$ cat config.mk
export PLATFORM = sky130hd
export DESIGN_NAME = burst_fill_cache
export DESIGN_NICKNAME = d
export VERILOG_FILES = /design/src/rtl/bfc_pkg.sv /design/src/rtl/bfc_tag_store.sv /design/src/rtl/bfc_data_store.sv /design/src/rtl/bfc_refill_ctrl.sv /design/src/rtl/burst_fill_cache.sv
export SDC_FILE = /design/constraint.sdc
export NUM_CORES = 2
export LEC_CHECK = 0
export BUFFER_PORTS_ARGS = -buffer_cell sky130_fd_sc_hd__buf_4
export CORE_MARGIN = 4
export CORE_UTILIZATION = 30
export DETAILED_ROUTE_END_ITERATION = 8
export GPL_TIMING_DRIVEN = 0
export PLACE_DENSITY = 0.54
export SYNTH_ARGS = -nofsm -noshare
export SYNTH_HDL_FRONTEND = slang
export SYNTH_SLANG_ARGS = --single-unit
$ cat constraint.sdc
create_clock -name clk -period 5.3 [get_ports clk]
set_input_delay 1.06 -clock clk [delete_from_list [all_inputs] [get_ports clk]]
set_output_delay 1.06 -clock clk [all_outputs]
set_load 0.02 [all_outputs]
$ cat src/rtl/bfc_pkg.sv
package bfc_pkg;

  typedef enum logic [1:0] {
    FILL_IDLE  = 2'd0,
    FILL_CMD   = 2'd1,
    FILL_BEATS = 2'd2
  } fill_state_e;

  // Number of address bits needed to pick one of n items (0 when n == 1).
  function automatic int sel_bits(input int n);
    return (n > 1) ? $clog2(n) : 0;
  endfunction

  // Width of a signal that holds a selector; never zero.
  function automatic int sel_width(input int n);
    return (n > 1) ? $clog2(n) : 1;
  endfunction

endpackage

$ cat src/rtl/bfc_tag_store.sv
module bfc_tag_store #(
  parameter int NUM_LINES = 16,
  parameter int TAG_W     = 24,
  parameter int IDX_W     = 4
) (
  input  logic             clk,
  input  logic             rst_n,
  input  logic [IDX_W-1:0] lk_idx,
  input  logic [TAG_W-1:0] lk_tag,
  output logic             lk_hit,
  input  logic             wr_en,
  input  logic [IDX_W-1:0] wr_idx,
  input  logic [TAG_W-1:0] wr_tag
);

  logic [NUM_LINES-1:0] line_valid;
  logic [TAG_W-1:0]     line_tag [NUM_LINES];

  for (genvar g = 0; g < NUM_LINES; g++) begin : g_line
    logic sel;
    assign sel = wr_en && (wr_idx == IDX_W'(g));

    always_ff @(posedge clk or negedge rst_n) begin
      if (!rst_n) begin
        line_valid[g] <= 1'b0;
      end else if (sel) begin
        line_valid[g] <= 1'b1;
      end
    end

    always_ff @(posedge clk) begin
      if (sel) begin
        line_tag[g] <= wr_tag;
      end
    end
  end

  assign lk_hit = line_valid[lk_idx] && (line_tag[lk_idx] == lk_tag);

endmodule

$ cat src/rtl/bfc_data_store.sv
module bfc_data_store #(
  parameter int NUM_LINES  = 16,
  parameter int LINE_WORDS = 4,
  parameter int DATA_W     = 32,
  parameter int IDX_W      = 4,
  parameter int OFF_W      = 2
) (
  input  logic              clk,
  input  logic [IDX_W-1:0]  rd_idx,
  input  logic [OFF_W-1:0]  rd_off,
  output logic [DATA_W-1:0] rd_data,
  input  logic              wr_en,
  input  logic [IDX_W-1:0]  wr_idx,
  input  logic [OFF_W-1:0]  wr_off,
  input  logic [DATA_W-1:0] wr_data
);

  logic [DATA_W-1:0] words [NUM_LINES][LINE_WORDS];

  always_ff @(posedge clk) begin
    if (wr_en) begin
      words[wr_idx][wr_off] <= wr_data;
    end
  end

  assign rd_data = words[rd_idx][rd_off];

endmodule

$ cat src/rtl/bfc_refill_ctrl.sv
module bfc_refill_ctrl
  import bfc_pkg::*;
#(
  parameter int ADDR_W     = 32,
  parameter int LINE_WORDS = 4,
  parameter int OFF_W      = 2
) (
  input  logic              clk,
  input  logic              rst_n,
  input  logic              start,
  input  logic [ADDR_W-1:0] start_addr,
  output logic              busy,
  output logic              cmd_valid,
  output logic [ADDR_W-1:0] cmd_addr,
  input  logic              beat_valid,
  output logic              beat_we,
  output logic [OFF_W-1:0]  beat_off,
  output logic              last_beat
);

  localparam logic [OFF_W-1:0] LAST_OFF = OFF_W'(LINE_WORDS - 1);

  fill_state_e      state_q, state_d;
  logic [OFF_W-1:0] cnt_q;

  assign busy      = (state_q != FILL_IDLE);
  assign cmd_valid = (state_q == FILL_CMD);
  assign beat_we   = (state_q == FILL_BEATS) && beat_valid;
  assign beat_off  = cnt_q;
  assign last_beat = beat_we && (cnt_q == LAST_OFF);

  always_comb begin
    state_d = state_q;
    case (state_q)
      FILL_IDLE:  if (start) state_d = FILL_CMD;
      FILL_CMD:   state_d = FILL_BEATS;
      FILL_BEATS: if (last_beat) state_d = FILL_IDLE;
      default:    state_d = FILL_IDLE;
    endcase
  end

  always_ff @(posedge clk or negedge rst_n) begin
    if (!rst_n) begin
      state_q  <= FILL_IDLE;
      cnt_q    <= '0;
      cmd_addr <= '0;
    end else begin
      state_q <= state_d;
      if (state_q == FILL_IDLE && start) begin
        cmd_addr <= start_addr;
        cnt_q    <= '0;
      end else if (beat_we) begin
        cnt_q <= last_beat ? '0 : cnt_q + 1'b1;
      end
    end
  end

endmodule

$ cat src/rtl/burst_fill_cache.sv
module burst_fill_cache
  import bfc_pkg::*;
#(
  parameter int ADDR_W     = 32,
  parameter int DATA_W     = 32,
  parameter int NUM_LINES  = 16,
  parameter int LINE_WORDS = 4
) (
  input  logic              clk,
  input  logic              rst_n,
  input  logic              req_valid,
  output logic              req_ready,
  input  logic [ADDR_W-1:0] req_addr,
  output logic              rsp_valid,
  output logic [DATA_W-1:0] rsp_data,
  output logic              mem_cmd_valid,
  output logic [ADDR_W-1:0] mem_cmd_addr,
  input  logic              mem_beat_valid,
  input  logic [DATA_W-1:0] mem_beat_data
);

  localparam int OFF_BITS = sel_bits(LINE_WORDS);
  localparam int OFF_W    = sel_width(LINE_WORDS);
  localparam int IDX_W    = sel_bits(NUM_LINES);
  localparam int WA_W     = ADDR_W - 2;
  localparam int TAG_W    = WA_W - OFF_BITS - IDX_W;
  localparam int LOW_W    = 2 + OFF_BITS;

  // Address split: tag | index | word offset | byte
  logic [WA_W-1:0]  word_addr;
  logic [OFF_W-1:0] req_off;
  logic [IDX_W-1:0] req_idx;
  logic [TAG_W-1:0] req_tag;
  logic [ADDR_W-1:0] line_addr;
  logic unused_byte_bits;

  assign word_addr        = req_addr[ADDR_W-1:2];
  assign unused_byte_bits = ^req_addr[1:0];
  assign req_idx          = word_addr[OFF_BITS +: IDX_W];
  assign req_tag          = word_addr[WA_W-1 -: TAG_W];
  assign line_addr        = {req_addr[ADDR_W-1:LOW_W], {LOW_W{1'b0}}};

  if (OFF_BITS == 0) begin : g_single_word
    assign req_off = '0;
  end else begin : g_multi_word
    assign req_off = word_addr[OFF_BITS-1:0];
  end

  // Pending-miss context
  logic [IDX_W-1:0]  pend_idx;
  logic [TAG_W-1:0]  pend_tag;
  logic [OFF_W-1:0]  pend_off;
  logic [DATA_W-1:0] crit_q;

  logic              lk_hit;
  logic              busy;
  logic              accept;
  logic              start;
  logic              beat_we;
  logic [OFF_W-1:0]  beat_off;
  logic              last_beat;
  logic [DATA_W-1:0] rd_data;
  logic              beat_is_crit;

  assign req_ready    = !busy;
  assign accept       = req_valid && req_ready;
  assign start        = accept && !lk_hit;
  assign beat_is_crit = (beat_off == pend_off);

  bfc_tag_store #(
    .NUM_LINES (NUM_LINES),
    .TAG_W     (TAG_W),
    .IDX_W     (IDX_W)
  ) u_tags (
    .clk    (clk),
    .rst_n  (rst_n),
    .lk_idx (req_idx),
    .lk_tag (req_tag),
    .lk_hit (lk_hit),
    .wr_en  (last_beat),
    .wr_idx (pend_idx),
    .wr_tag (pend_tag)
  );

  bfc_data_store #(
    .NUM_LINES  (NUM_LINES),
    .LINE_WORDS (LINE_WORDS),
    .DATA_W     (DATA_W),
    .IDX_W      (IDX_W),
    .OFF_W      (OFF_W)
  ) u_data (
    .clk     (clk),
    .rd_idx  (req_idx),
    .rd_off  (req_off),
    .rd_data (rd_data),
    .wr_en   (beat_we),
    .wr_idx  (pend_idx),
    .wr_off  (beat_off),
    .wr_data (mem_beat_data)
  );

  bfc_refill_ctrl #(
    .ADDR_W     (ADDR_W),
    .LINE_WORDS (LINE_WORDS),
    .OFF_W      (OFF_W)
  ) u_fill (
    .clk        (clk),
    .rst_n      (rst_n),
    .start      (start),
    .start_addr (line_addr),
    .busy       (busy),
    .cmd_valid  (mem_cmd_valid),
    .cmd_addr   (mem_cmd_addr),
    .beat_valid (mem_beat_valid),
    .beat_we    (beat_we),
    .beat_off   (beat_off),
    .last_beat  (last_beat)
  );

  always_ff @(posedge clk or negedge rst_n) begin
    if (!rst_n) begin
      pend_idx  <= '0;
      pend_tag  <= '0;
      pend_off  <= '0;
      crit_q    <= '0;
      rsp_valid <= 1'b0;
      rsp_data  <= '0;
    end else begin
      if (start) begin
        pend_idx <= req_idx;
        pend_tag <= req_tag;
        pend_off <= req_off;
      end
      if (beat_we && beat_is_crit) begin
        crit_q <= mem_beat_data;
      end
      rsp_valid <= (accept && lk_hit) || last_beat;
      if (accept && lk_hit) begin
        rsp_data <= rd_data;
      end else if (last_beat) begin
        rsp_data <= beat_is_crit ? mem_beat_data : crit_q;
      end
    end
  end

endmodule

==> out/metrics.csv <==
metric;value;unit
Rows;210;
endpoints failing hold;0;
Fmax;191;MHz
Vias;47500;
total grt overflow;0;
die width;582;um
Synth Area per Inst;23.7;um2
worst-skew pair later-pin latency;920;ps
Final Cell Area;116000;um2
DP HPWL;184;mm
TNS Setup;0;ps
Primary FF master, synth;edfxtp_1;
P_int;34800;uW
Top Ports;135;
Core Util, Final;35.5;%
Setup crit start kind;primary input;
overall routing resource usage;16.2;%
sequential fraction of the synthesis area;77.4;%
Synth Register Bits;2575;
H-Tree Depth;4;
worst-path fanout max;11;
largest net degree at the start of global routing;89;
Final Setup Violations;0;
combinational power share;9.8;%
crit-path max cell delay;710;ps
final period utilization;98.7;%
clk_skew;90.8;ps
initial detailed-routing violation count;6156;
CORE AREA;328000;um2
GPL Wtd Cong;0.804;
worst path bufs/invs;8;
CTS tree;done;
type of the worst setup path;primary input to flip-flop;
cell accounting for the most synthesized area;edfxtp_1;
root buf cell;clkbuf_16;
Syn. warnings;0;
P_sw;11100;uW
Max-Cap Viols;0;
Port-buffer cells;123;
DIE AREA;339000;um2
Pwr per Cell Area;395;nW/um2
fin crit period;5230;ps
total iterations of the first detailed-routing run;6;
synthesis-to-layout area growth;17.5;%
Sw Share;24.3;%
vias in the first global route;47600;
Worst Path Arrival;6020;ps
Min-Delay Path Class;primary input to async pin;
final wirelength;281;mm
Flop pwr share;52.9;%
Mapped Area;99000;um2
EDFF count, synth;2432;
LEAKAGE;0.0364;uW
clock slew at reported path FFs;70;ps
clk sinks;2575;
Gate Count Post-Synth;4169;
cell family with most CP delay;buffers and inverters;
Setup WS pre-CTS;-2510;ps
Distinct cells, synth;60;
fin. max-slew vios;0;
worst setup margin;70.4;ps
Die Span Y;582;um
RSZ-0062 raised after global routing;false;
Critical Path Sink Type;flip-flop;
status;finished clean;
drt drc;0;
top cells by area, synth;edfxtp_1 74%, mux4_2 17%, dfrtp_1 3.6%, mux2_2 1.3%, mux2i_1 1.1%;
WL/cell;30.4;um
first-pass GRT wire length;388;mm
Worst EP required;6090;ps
cts-stage hold buffer count;0;
Avg Vias per Cell;5.15;
initial cell density of the core;30.2;%
initial antenna violation count;23;
layout cells sized above 1;33.6;%
DRT antenna net count;0;
CTS Buffer Depth;4;
crit-path cells;buf_4 -> buf_2 -> buf_4 -> buf_2 -> buf_4 -> buf_2 -> clkdlybuf4s15_2 -> clkbuf_1 -> mux4_2 -> mux4_2 -> mux2_2 -> a21oi_1 -> mux2i_1;
Max rail drop VDD;0.303;mV
Slowest-stage cell, CP;clkbuf_1;
top-area cell type share of the netlist area;73.8;%
Nets;4734;
actual slew at the worst max-slew pin;1430;ps
Clk network pwr share;37.3;%
relative slew slack;4.64;%
Synth async-reset ratio;5.55;%
placed cell areas;108000;um2
Final Power;45900;uW
CTS Buf Count;249;
[metrics by stage]
step	cells	hold WS [ps]
5_1_grt	9215	116
3_5_place_dp	8754	448
3_3_place_gp	8641	446
6_report	9222	117
2_1_floorplan	4172	434
4_1_cts	9211	87.8
[state kept, by name (all words and copies together), names as in the netlist]
name and flops:
rsp_valid 1, u_fill.cmd_addr 28, pend_off 2, rsp_data 32, u_tags.line_valid 16, u_data.words 2048
u_fill.beat_off 2, pend_tag 24, pend_idx 4, u_fill.state_q 2, u_tags.line_tag 384, crit_q 32
[layer usage]
layer | GRT usage (%) | vias to the layer above | share of wire, %
met2 | 25.6 | 1946 | 47
met3 | 2.55 | 408 | 6.8
met1 | 23.5 | 26400 | 43
met4 | 4.11 | 0 | 2.9
li1 | - | 18800 | -
met5 | 0 | - | 0
[repair_timing]
item,in CTS,in global routing
setup endpoints to repair,94,10
pin swaps,0,2
resized for setup,25,7
buffers inserted,0,3
cloned,0,0
[cell usage after synthesis, drive strengths merged (13+ instances only)]
| cell | n |
|---|---|
| o21ai | 35 |
| mux4 | 741 |
| mux2i | 112 |
| nand2 | 78 |
| nor2b | 13 |
| clkbuf | 101 |
| xor2 | 14 |
| edfxtp | 2432 |
| nor2 | 98 |
| dfrtp | 143 |
| a21oi | 29 |
| a22oi | 14 |
| mux2 | 122 |
| buf | 118 |
| or2 | 18 |
[cells in the final DEF, fill, tap and decap left out, types with 8 or more instances in the layout]
master and n:
mux2i_1 111, buf_16 36, buf_1 23, buf_2 62, clkinv_2 47, clkbuf_1 154, nand3_1 11, o21ai_0 35
nor2b_1 13, buf_4 139, a21oi_1 29, bufinv_16 12, buf_12 77, mux4_2 741, a22oi_1 14, buf_6 9
clkbuf_8 21, mux2_1 8, clkbuf_2 16, nor2_4 64, nor2_1 34, clkinv_1 44, xor2_1 14, nand2_1 78
clkbuf_16 251, edfxtp_1 2432, dfrtp_1 143, or2_2 18, mux2_2 114
[layout make-up]
class	count	area, um2
fillers	30100	212000
clock inverters	115	915
inverters	9	33.8
well taps	4346	5440
flip-flops and latches	2575	76600
diodes	7	17.5
multi-input cells	1369	21800
repair buffers	240	3520
plain buffers	218	1090
clock buffers	343	6840
[power by group through the flow]
stage | logic (uW) | clock network [uW] | registers, uW
final | 4510 | 17100 | 24300
after CTS | 4540 | 17500 | 24300
after global routing | 4750 | 18300 | 24400
after global placement | 4270 | 0 | 24700
after detailed placement | 4520 | 0 | 24700
after floorplan | 2230 | 0 | 24600
[worst paths after layout]
check / start / endpoint / slack (ps) / depth (start not counted)
worst max-delay path: req_addr[5] / rsp_data[11]$_DFFE_PN0P_ / 70 / 13
min in group clk: req_addr[22] / u_fill.cmd_addr[22]$_DFFE_PN0P_ / 450 / 2
max in group asynchronous: rst_n / u_fill.cmd_addr[4]$_DFFE_PN0P_ / 4190 / 2
worst min register to register: u_tags.line_valid[9]$_DFFE_PN0P_ / u_tags.line_valid[9]$_DFFE_PN0P_ / 460 / 1
worst min-delay path: rst_n / pend_tag[11]$_DFFE_PN0P_ / 120 / 1
worst max register to register: u_fill.state_q[0]$_DFFE_PN0P_ / u_data.words[4][27]$_DFFE_PP_ / 750 / 9
[cells by family after synthesis]
family | Yosys count | synth area share [%]
XOR/XNOR | 20 | 0.177
multiplexers | 975 | 19.4
AO/OA/AOI/OAI | 118 | 0.785
adder cells (fa/ha/maj) | 4 | 0.0506
AND/OR/NAND/NOR | 248 | 1.12
buffers and inverters | 228 | 1.07
flip-flops | 2575 | 77.4
other | 1 | 0.00379
No activity file was read; power rests on OpenSTA's default activity.
